<file path="src/rtl/convmode_seq_pkg.sv">
package convmode_seq_pkg;
  typedef enum logic [2:0] {
    ST_IDLE  = 3'd0,
    ST_CONV  = 3'd1,
    ST_SLEEP = 3'd2,
    ST_WAKE  = 3'd3,
    ST_WAIT  = 3'd4
  } seq_state_e;
endpackage

</file>
<file path="src/rtl/convmode_seq_sync.sv">
module convmode_seq_sync #(
  parameter int unsigned STAGES = 2
) (
  input  logic clk_i,
  input  logic rst_ni,
  input  logic async_i,
  output logic level_o,
  output logic rise_o,
  output logic fall_o
);
  logic [STAGES-1:0] sync_q;
  logic              last_q;

  generate
    for (genvar i = 0; i < STAGES; i++) begin : g_stage
      if (i == 0) begin : g_first
        always_ff @(posedge clk_i or negedge rst_ni) begin
          if (!rst_ni) sync_q[0] <= 1'b0;
          else         sync_q[0] <= async_i;
        end
      end else begin : g_next
        always_ff @(posedge clk_i or negedge rst_ni) begin
          if (!rst_ni) sync_q[i] <= 1'b0;
          else         sync_q[i] <= sync_q[i-1];
        end
      end
    end
  endgenerate

  always_ff @(posedge clk_i or negedge rst_ni) begin
    if (!rst_ni) last_q <= 1'b0;
    else         last_q <= sync_q[STAGES-1];
  end

  assign level_o = sync_q[STAGES-1];
  assign rise_o  = sync_q[STAGES-1] & ~last_q;
  assign fall_o  = ~sync_q[STAGES-1] & last_q;
endmodule

</file>
<file path="src/rtl/convmode_seq_fsm.sv">
module convmode_seq_fsm
  import convmode_seq_pkg::*;
#(
  parameter int unsigned CONV_CYC  = 1250,
  parameter int unsigned WAKE_CYC  = 1250,
  parameter int unsigned SHORT_CYC = 500,
  parameter int unsigned LONG_CYC  = 1500
) (
  input  logic clk_i,
  input  logic rst_ni,
  input  logic lvl_i,
  input  logic rise_i,
  input  logic fall_i,
  output logic hold_o,
  output logic busy_o,
  output logic awake_o,
  output logic degraded_o,
  output logic overrun_o,
  output logic load_o
);
  localparam int unsigned MAX_A = (CONV_CYC > WAKE_CYC) ? CONV_CYC : WAKE_CYC;
  localparam int unsigned MAX_C = (MAX_A > LONG_CYC) ? MAX_A : LONG_CYC;
  localparam int unsigned CW    = $clog2(MAX_C + 1);
  localparam logic [CW-1:0] CONV_LAST = CW'(CONV_CYC - 1);
  localparam logic [CW-1:0] WAKE_LAST = CW'(WAKE_CYC - 1);
  localparam logic [CW-1:0] SHORT_C   = CW'(SHORT_CYC);
  localparam logic [CW-1:0] LONG_LAST = CW'(LONG_CYC - 1);
  localparam logic [CW-1:0] LONG_C    = CW'(LONG_CYC);

  seq_state_e    state_q;
  logic [CW-1:0] cnt_q;
  logic          fell_q, degr_q, ovr_q;

  always_ff @(posedge clk_i or negedge rst_ni) begin
    if (!rst_ni) begin
      state_q <= ST_IDLE;
      cnt_q   <= '0;
      fell_q  <= 1'b0;
      degr_q  <= 1'b0;
      ovr_q   <= 1'b0;
    end else begin
      unique case (state_q)
        ST_IDLE: begin
          if (fall_i) begin
            state_q <= ST_CONV;
            cnt_q   <= '0;
            degr_q  <= 1'b0;
          end
        end
        ST_CONV: begin
          if (fall_i) ovr_q <= 1'b1;
          if (cnt_q == CONV_LAST) begin
            state_q <= lvl_i ? ST_IDLE : ST_SLEEP;
            cnt_q   <= '0;
          end else begin
            cnt_q <= cnt_q + 1'b1;
          end
        end
        ST_SLEEP: begin
          if (rise_i) begin
            state_q <= ST_WAKE;
            cnt_q   <= '0;
            fell_q  <= 1'b0;
            degr_q  <= 1'b0;
          end
        end
        ST_WAKE: begin
          if (fall_i) begin
            if (fell_q) ovr_q <= 1'b1;
            else begin
              fell_q <= 1'b1;
              // falling edge inside wake-up activity
              if (cnt_q >= SHORT_C) degr_q <= 1'b1;
            end
          end
          if (cnt_q == WAKE_LAST) begin
            if (fell_q || fall_i) begin
              state_q <= ST_CONV;
              cnt_q   <= '0;
            end else begin
              state_q <= ST_WAIT;
              cnt_q   <= cnt_q + 1'b1;
            end
          end else begin
            cnt_q <= cnt_q + 1'b1;
          end
        end
        ST_WAIT: begin
          if (fall_i) begin
            if (cnt_q < LONG_LAST) degr_q <= 1'b1;
            state_q <= ST_CONV;
            cnt_q   <= '0;
          end else if (cnt_q < LONG_C) begin
            cnt_q <= cnt_q + 1'b1;
          end
        end
        default: state_q <= ST_IDLE;
      endcase
    end
  end

  assign hold_o     = (state_q == ST_CONV);
  assign busy_o     = (state_q == ST_CONV) || (state_q == ST_WAKE) || (state_q == ST_WAIT);
  assign awake_o    = (state_q == ST_IDLE) || (state_q == ST_CONV) || (state_q == ST_WAIT);
  assign degraded_o = degr_q;
  assign overrun_o  = ovr_q;
  assign load_o     = (state_q == ST_CONV) && (cnt_q == CONV_LAST);
endmodule

</file>
<file path="src/rtl/convmode_seq_result.sv">
module convmode_seq_result #(
  parameter int unsigned RES_W   = 14,
  parameter bit          HAS_REG = 1'b1
) (
  input  logic             clk_i,
  input  logic             rst_ni,
  input  logic             load_i,
  input  logic [RES_W-1:0] res_i,
  output logic [RES_W-1:0] data_o
);
  generate
    if (HAS_REG) begin : g_reg
      logic [RES_W-1:0] data_q;
      always_ff @(posedge clk_i or negedge rst_ni) begin
        if (!rst_ni)     data_q <= '0;
        else if (load_i) data_q <= res_i;
      end
      assign data_o = data_q;
    end else begin : g_none
      logic unused_w;
      assign unused_w = load_i ^ (^res_i) ^ clk_i ^ rst_ni;
      assign data_o   = '0;
    end
  endgenerate
endmodule

</file>
<file path="src/rtl/convmode_seq.sv">
module convmode_seq #(
  parameter int unsigned CLK_MHZ   = 250,
  parameter int unsigned CONV_CYC  = 5 * CLK_MHZ,
  parameter int unsigned WAKE_CYC  = 5 * CLK_MHZ,
  parameter int unsigned SHORT_CYC = 2 * CLK_MHZ,
  parameter int unsigned LONG_CYC  = 6 * CLK_MHZ,
  parameter int unsigned RES_W     = 14,
  parameter bit          HAS_REG   = 1'b1
) (
  input  logic             clk_i,
  input  logic             rst_ni,
  input  logic             start_i,
  input  logic [RES_W-1:0] result_i,
  output logic             hold_o,
  output logic             busy_o,
  output logic             awake_o,
  output logic             degraded_o,
  output logic             overrun_o,
  output logic [RES_W-1:0] data_o
);
  logic lvl_w, rise_w, fall_w, load_w;

  convmode_seq_sync #(.STAGES(2)) u_sync (
    .clk_i   (clk_i),
    .rst_ni  (rst_ni),
    .async_i (start_i),
    .level_o (lvl_w),
    .rise_o  (rise_w),
    .fall_o  (fall_w)
  );

  convmode_seq_fsm #(
    .CONV_CYC  (CONV_CYC),
    .WAKE_CYC  (WAKE_CYC),
    .SHORT_CYC (SHORT_CYC),
    .LONG_CYC  (LONG_CYC)
  ) u_fsm (
    .clk_i      (clk_i),
    .rst_ni     (rst_ni),
    .lvl_i      (lvl_w),
    .rise_i     (rise_w),
    .fall_i     (fall_w),
    .hold_o     (hold_o),
    .busy_o     (busy_o),
    .awake_o    (awake_o),
    .degraded_o (degraded_o),
    .overrun_o  (overrun_o),
    .load_o     (load_w)
  );

  convmode_seq_result #(.RES_W(RES_W), .HAS_REG(HAS_REG)) u_res (
    .clk_i  (clk_i),
    .rst_ni (rst_ni),
    .load_i (load_w),
    .res_i  (result_i),
    .data_o (data_o)
  );
endmodule

</file>
<file path="config.mk">
export PLATFORM = sky130hd
export DESIGN_NAME = convmode_seq
export DESIGN_NICKNAME = d
export VERILOG_FILES = /design/src/rtl/convmode_seq_pkg.sv /design/src/rtl/convmode_seq_sync.sv /design/src/rtl/convmode_seq_fsm.sv /design/src/rtl/convmode_seq_result.sv /design/src/rtl/convmode_seq.sv
export SDC_FILE = /design/constraint.sdc
export NUM_CORES = 1
export LEC_CHECK = 0
export ABC_CLOCK_PERIOD_IN_PS = 3730
export BUFFER_PORTS_ARGS = -buffer_cell sky130_fd_sc_hd__clkbuf_2
export CORE_MARGIN = 8
export CORE_UTILIZATION = 58
export DETAILED_ROUTE_END_ITERATION = 8
export HOLD_SLACK_MARGIN = 0.02
export PLACE_DENSITY_LB_ADDON = 0.1
export SETUP_SLACK_MARGIN = 0.4
export SLEW_MARGIN = 20
export SYNTH_ARGS = -nofsm -noshare
export SYNTH_HDL_FRONTEND = slang
export SYNTH_HIERARCHICAL = 1
export SYNTH_SLANG_ARGS = --single-unit
</file>
<file path="constraint.sdc">
create_clock -name clk_i -period 3.73 [get_ports clk_i]
set_clock_uncertainty 0.05 [all_clocks]
set_input_delay 0.746 -clock clk_i [delete_from_list [all_inputs] [get_ports clk_i]]
set_output_delay 0.746 -clock clk_i [all_outputs]
set_load 0.05 [all_outputs]
</file>
Yosys cells after proc, flatten, opt, wreduce, memory -nomap -nowiden
Index checks and enable logic that the tools add are counted.
{ "totals": {"inputBits": 17, "register_bits": 34, "out_inout_bits": 19} }
{ "op_classes": {"eq_ne": 18, "magnitude_cmp": 3, "reduce_logical": 17, "n_addsub": 1, "bitwise_logic": 4, "muxes": 28} }
{ "op_table": {"columns": ["cell", "n"], "rows": [
  ["$mux W11", 7],
  ["$pmux W11 S5", 1],
  ["$lt A11 B11 Y1 const B", 2],
  ["$ne A2 B1 Y1 const B", 10],
  ["$mux W3", 5],
  ["$pmux W3 S4", 1],
  ["$reduce_and A4 Y1", 3],
  ["$add A11 B1 Y11 const B", 1],
  ["$eq A11 B11 Y1 const B", 1],
  ["$ge A11 B9 Y1 const B", 1],
  ["$mux W1", 10],
  ["$reduce_and A8 Y1", 1],
  ["$eq A3 B2 Y1 const B", 2],
  ["$logic_or A1 B1 Y1", 5],
  ["$reduce_bool A5 Y1", 1],
  ["$ne A2 B2 Y1 const B", 2],
  ["$pmux W1 S2", 2],
  ["$pmux W1 S4", 1],
  ["$reduce_bool A2 Y1", 2],
  ["$reduce_bool A4 Y1", 1],
  ["$eq A3 B1 Y1 const B", 1],
  ["$eq A3 B3 Y1 const B", 1],
  ["$logic_not A3 Y1", 1],
  ["$ne A3 B1 Y1 const B", 1],
  ["other kinds (6)", 8]
]} }

Logic depth before layout (Yosys ltp)
{ "depth": {"depth_word": 6, "mapped_depth": 8, "ltp_nobuf": 7} }

Modules after synthesis
The synthesis kept the hierarchy.
{ "by_module_without_submodules": {"columns": ["module", "cells_per_inst", "area_per_inst_um2", "instances"], "rows": [
  ["convmode_seq_fsm", 129, 1167.4, 1],
  ["convmode_seq_result", 29, 519.2, 1],
  ["convmode_seq_sync", 5, 90.1, 1]
]} }

Worst setup path after synthesis
No wires, ideal clock.
{ "synth_path": {"path_kind": "register to register", "startpoint": "register u_fsm.state_q[2]", "endpoint": "register u_res.g_reg.data_q[10] (netlist: u_res/data_o[10])", "setup_time_ns": 0.125, "path_slack_ns": 1.315, "path_stages_with_launch": 7, "t_arrival_ns": 2.240, "required_ns": 3.555, "cell_sequence": "dfrtp_1 -> buf_2 -> nand2b_1 -> nor2_1 -> and2_1 -> buf_6 -> mux2_2"} }
{ "synth_between": {"elab_chain_len": 2} }
{ "synth_lines": {"columns": ["item", "line", "source"], "rows": [
  ["start, declared", "convmode_seq_fsm.sv:30", "seq_state_e state_q;"],
  ["start signal, assigned", "convmode_seq_fsm.sv:53", "state_q <= lvl_i ? ST_IDLE : ST_SLEEP;"],
  ["$eq A3 B1 Y1", null, null],
  ["named net hold_o", "convmode_seq.sv:14", "output logic hold_o,"],
  ["$logic_and A1 B1 Y1", "convmode_seq_fsm.sv:107", "assign load_o = (state_q == ST_CONV) && (cnt_q == CONV_LAST);"],
  ["named net load_w", "convmode_seq.sv:21", "logic lvl_w, rise_w, fall_w, load_w;"],
  ["end signal, assigned", "convmode_seq_result.sv:16", "else if (load_i) data_q <= res_i;"],
  ["end, declared", "convmode_seq_result.sv:13", "logic [RES_W-1:0] data_q;"]
]} }
The timed path passes the listed nets, and every way through them passes these cells.
A chain may end at the register's enable or synchronous reset.

Worst setup path after layout
{ "layout_path": {"startpoint": "register u_fsm.state_q[1]", "endpoint": "output busy_o"} }
{ "layout_between": {"elab_chain_len": 3, "elab_cells_between_ends": 5, "classes_between": "eq/ne (3); reduce/logical (2)"} }
{ "layout_lines": {"columns": ["item", "line", "source"], "rows": [
  ["$eq A3 B1 Y1 / $eq A3 B2 Y1 (equally long branches)", "convmode_seq_fsm.sv:103", "assign busy_o = (state_q == ST_CONV) || (state_q == ST_WAKE) || (state_q == ST_WAIT);"],
  ["$logic_or A1 B1 Y1", "convmode_seq_fsm.sv:103", null],
  ["$logic_or A1 B1 Y1 *", "convmode_seq_fsm.sv:103", null],
  ["end, declared", "convmode_seq.sv:15", "output logic busy_o,"]
]} }
Every way passes the cells marked *; elsewhere a longest branch is shown, timed or not.

==> results.py <==
metrics = {
    "worst_setup_path": {
        "worstPathArrival_ns": 1.68,
        "cp_max_fo": 14,
        "critical_path.most_common_cell": "nand2_1",
        "critical_path_buf_inv_count": 1,
        "crit_chain": "nor2_1 -> nand2_1 -> nand2_1 -> clkbuf_2",
        "cp_top_family": "simple AND/OR/NAND/NOR gates",
        "max_stage_delay_ns": 0.52,
        "critPathSlowestCell": "dfrtp_1",
        "criticalPathCategory": "flop to output pin",
        "start_kind": "flop",
        "end_kind": "output pin",
        "cp.required_ns": 2.93,
    },
    "synthesis": {
        "synthXorXnorAreaFrac_pct": 0,
        "synth_area_um2": 1780,
        "synth_compound_area_share_pct": 17.0,
        "postSynthCellCount": 163,
        "avgSynthCellArea_um2": 10.9,
        "synth_fa_ha_area_share_pct": 2.11,
        "synth_edf_count": 0,
        "synth_top_family_by_area": "simple AND/OR/NAND/NOR gates",
        "synth_nets": 183,
        "synthFlopType": "dfrtp_1",
        "synthSimpleGateAreaFrac_pct": 18.5,
        "ys_warn_count": 6,
        "synthArstFlopShare_pct": 100,
        "ys_seq_elements": 34,
        "synth.distinct_cells": 46,
        "synthMuxAreaShare_pct": 10.7,
        "seq_area_frac_synth_pct": 47.9,
    },
    "power": {
        "ir_drop_uv": 341,
        "p_leak_nw": 0.971,
        "total_power_uw": 791,
        "p_per_area_nw_per_um2": 394,
    },
    "status": {
        "status": "finished, final reports clean",
    },
    "sta": {
        "final.setup.worst_slack_ns": 1.26,
        "setup_viol": 0,
        "tns_ns": 0,
        "rsz0062_at_grt": "no",
        "final_hold_viol_count": 0,
        "drv_slew": 0,
        "fmax_ghz": 0.404,
        "post-route-min-period_ns": 2.47,
        "worst_pin_slew_ns": 0.833,
        "finalCritPeriodShare_pct": 66.3,
        "relSlewSlack_pct": 44.5,
    },
    "layout": {
        "layout_commonest_cell": "clkbuf_2",
        "final_cell_mix": "clkbuf_2 (35), dfrtp_1 (34), mux2_2 (16)",
        "drive_gt1_share_pct": 33.7,
        "fin_area_um2": 2010,
        "nets": 218,
        "final_cell_count_no_fill": 232,
        "n_antenna_cell": 0,
        "area_delta_synth_final_pct": 13.0,
    },
    "cts": {
        "postCtsResizedCells": 0,
        "cts_root_buf": "clkbuf_4",
        "cts_num_sinks": 34,
        "clk_pin_slew_ns": 0.10,
        "cts_hold_buf": 0,
        "clk_path_buf_depth": 2,
        "h-tree-depth": 2,
        "clk_latency_ns": 0.33,
        "postCtsSetupBuffers": 0,
        "numCtsBuffers": 5,
        "cts_tree": "done",
    },
    "placement": {
        "dp_slack_ns": 1.32,
        "port_buffers": 35,
        "postPlaceCellArea_um2": 1950,
        "placed_cells": 224,
        "gp_congestion": 0.808,
        "dpl.hpwl_um": 2650,
    },
    "die": {
        "die_w_um": 71.3,
        "core_um2": 2980,
        "start_util_pct": 59.7,
        "die_h_um": 71.3,
        "rows": 20,
        "fp.dieArea_um2": 5090,
        "ios": 36,
    },
    "worst_hold_path": {
        "hp-class": "flop to flop",
    },
    "routing": {
        "vias_per_cell": 6.03,
        "first_pass_iters": 4,
        "vias": 1400,
        "drc": 0,
        "wl_per_cell_um": 15.5,
        "ant_nets": 0,
        "routed_wirelength_um": 3610,
        "drt-initial-drc-count": 64,
    },
    "global_route": {
        "gr-usage-all-layers_pct": 14.8,
        "grt_max_degree": 35,
        "grt_pass1_vias": 1373,
        "grt_pass1_wl_um": 6070,
        "antenna_found_initial": 0,
        "grt-ovfl-total": 0,
    },
    "run": {
        "drv_cap": 0,
    },
}
==> registers in the layout (all words and copies together), names as in the netlist <==
| register | cells |
|---|---|
| u_fsm/cnt_q | 11 |
| u_fsm/fell_q | 1 |
| u_fsm/degraded_o | 1 |
| u_sync/sync_q | 1 |
| u_fsm/state_q | 3 |
| u_sync/level_o | 1 |
| u_fsm/overrun_o | 1 |
| u_res/data_o | 14 |
| u_sync/last_q | 1 |
==> where the power goes <==
part,switching (mW),leakage [nW],internal [mW],total (mW)
sequential,0.0491,0.447,0.403,0.452
clock,0.116,0.0353,0.0913,0.207
combinational,0.0650,0.488,0.0668,0.132
==> cells by family after synthesis <==
kind of cell	after synthesis
fa+ha+maj	3
flops	34
buf+inv	13
simple gates	54
compound gates	42
mux	17
==> final timing paths <==
kind | cells past startpoint | to | slack [ns] | start
setup / recovery | 4 | busy_o | 1.26 | u_fsm/state_q[1]
hold / removal | 0 | u_sync/level_o | 0.31 | u_sync/sync_q[0]
setup reg to reg | 6 | u_res/data_o[5] | 1.33 | u_fsm/cnt_q[1]
hold reg to reg | 0 | u_sync/level_o | 0.31 | u_sync/sync_q[0]
max in group asynchronous | 1 | u_fsm/cnt_q[2] | 2.66 | rst_ni
min in group asynchronous | 1 | u_res/data_o[0] | 0.45 | rst_ni
==> through the flow <==
stage / hold WS, ns / utilization, %
global placement: 0.287 / 65.4
detailed placement: 0.292 / 65.4
CTS: 0.316 / 67.4
finish: 0.311 / 67.4
floorplan: 0.281 / -
global route: 0.318 / 67.4
==> metal layers <==
metal	track usage (%)	share of wire, %	vias to the layer above
met1	17.2	42	678
met4	8.08	1.2	0
met5	0	0	-
met3	6.14	9.5	4
met2	22.6	47	51
li1	-	-	667
==> cells in the mapped netlist (3+ instances only) <==
cell     count  area, um^2
a21oi_1      8        40.0
a22o_1       6        52.6
and3_1       4        25.0
buf_2        3        15.0
dfrtp_1     34         851
ha_1         3        37.5
inv_1        6        22.5
mux2_2      16         180
nand2_1     11        41.3
nand3_1      6        30.0
nor2_1       9        33.8
nor2b_1      5        31.3
o21ai_0     12        60.1
==> final cells by class <==
class | count | area [um^2]
Multi-Input combinational cell | 116 | 858
Timing Repair Buffer | 35 | 175
Inverter | 6 | 22.5
Sequential cell | 34 | 851
Fill cell | 251 | 970
Clock inverter | 1 | 5.00
Clock buffer | 7 | 55.1
Tap cell | 33 | 41.3
Power figures use the tool's default switching activity.
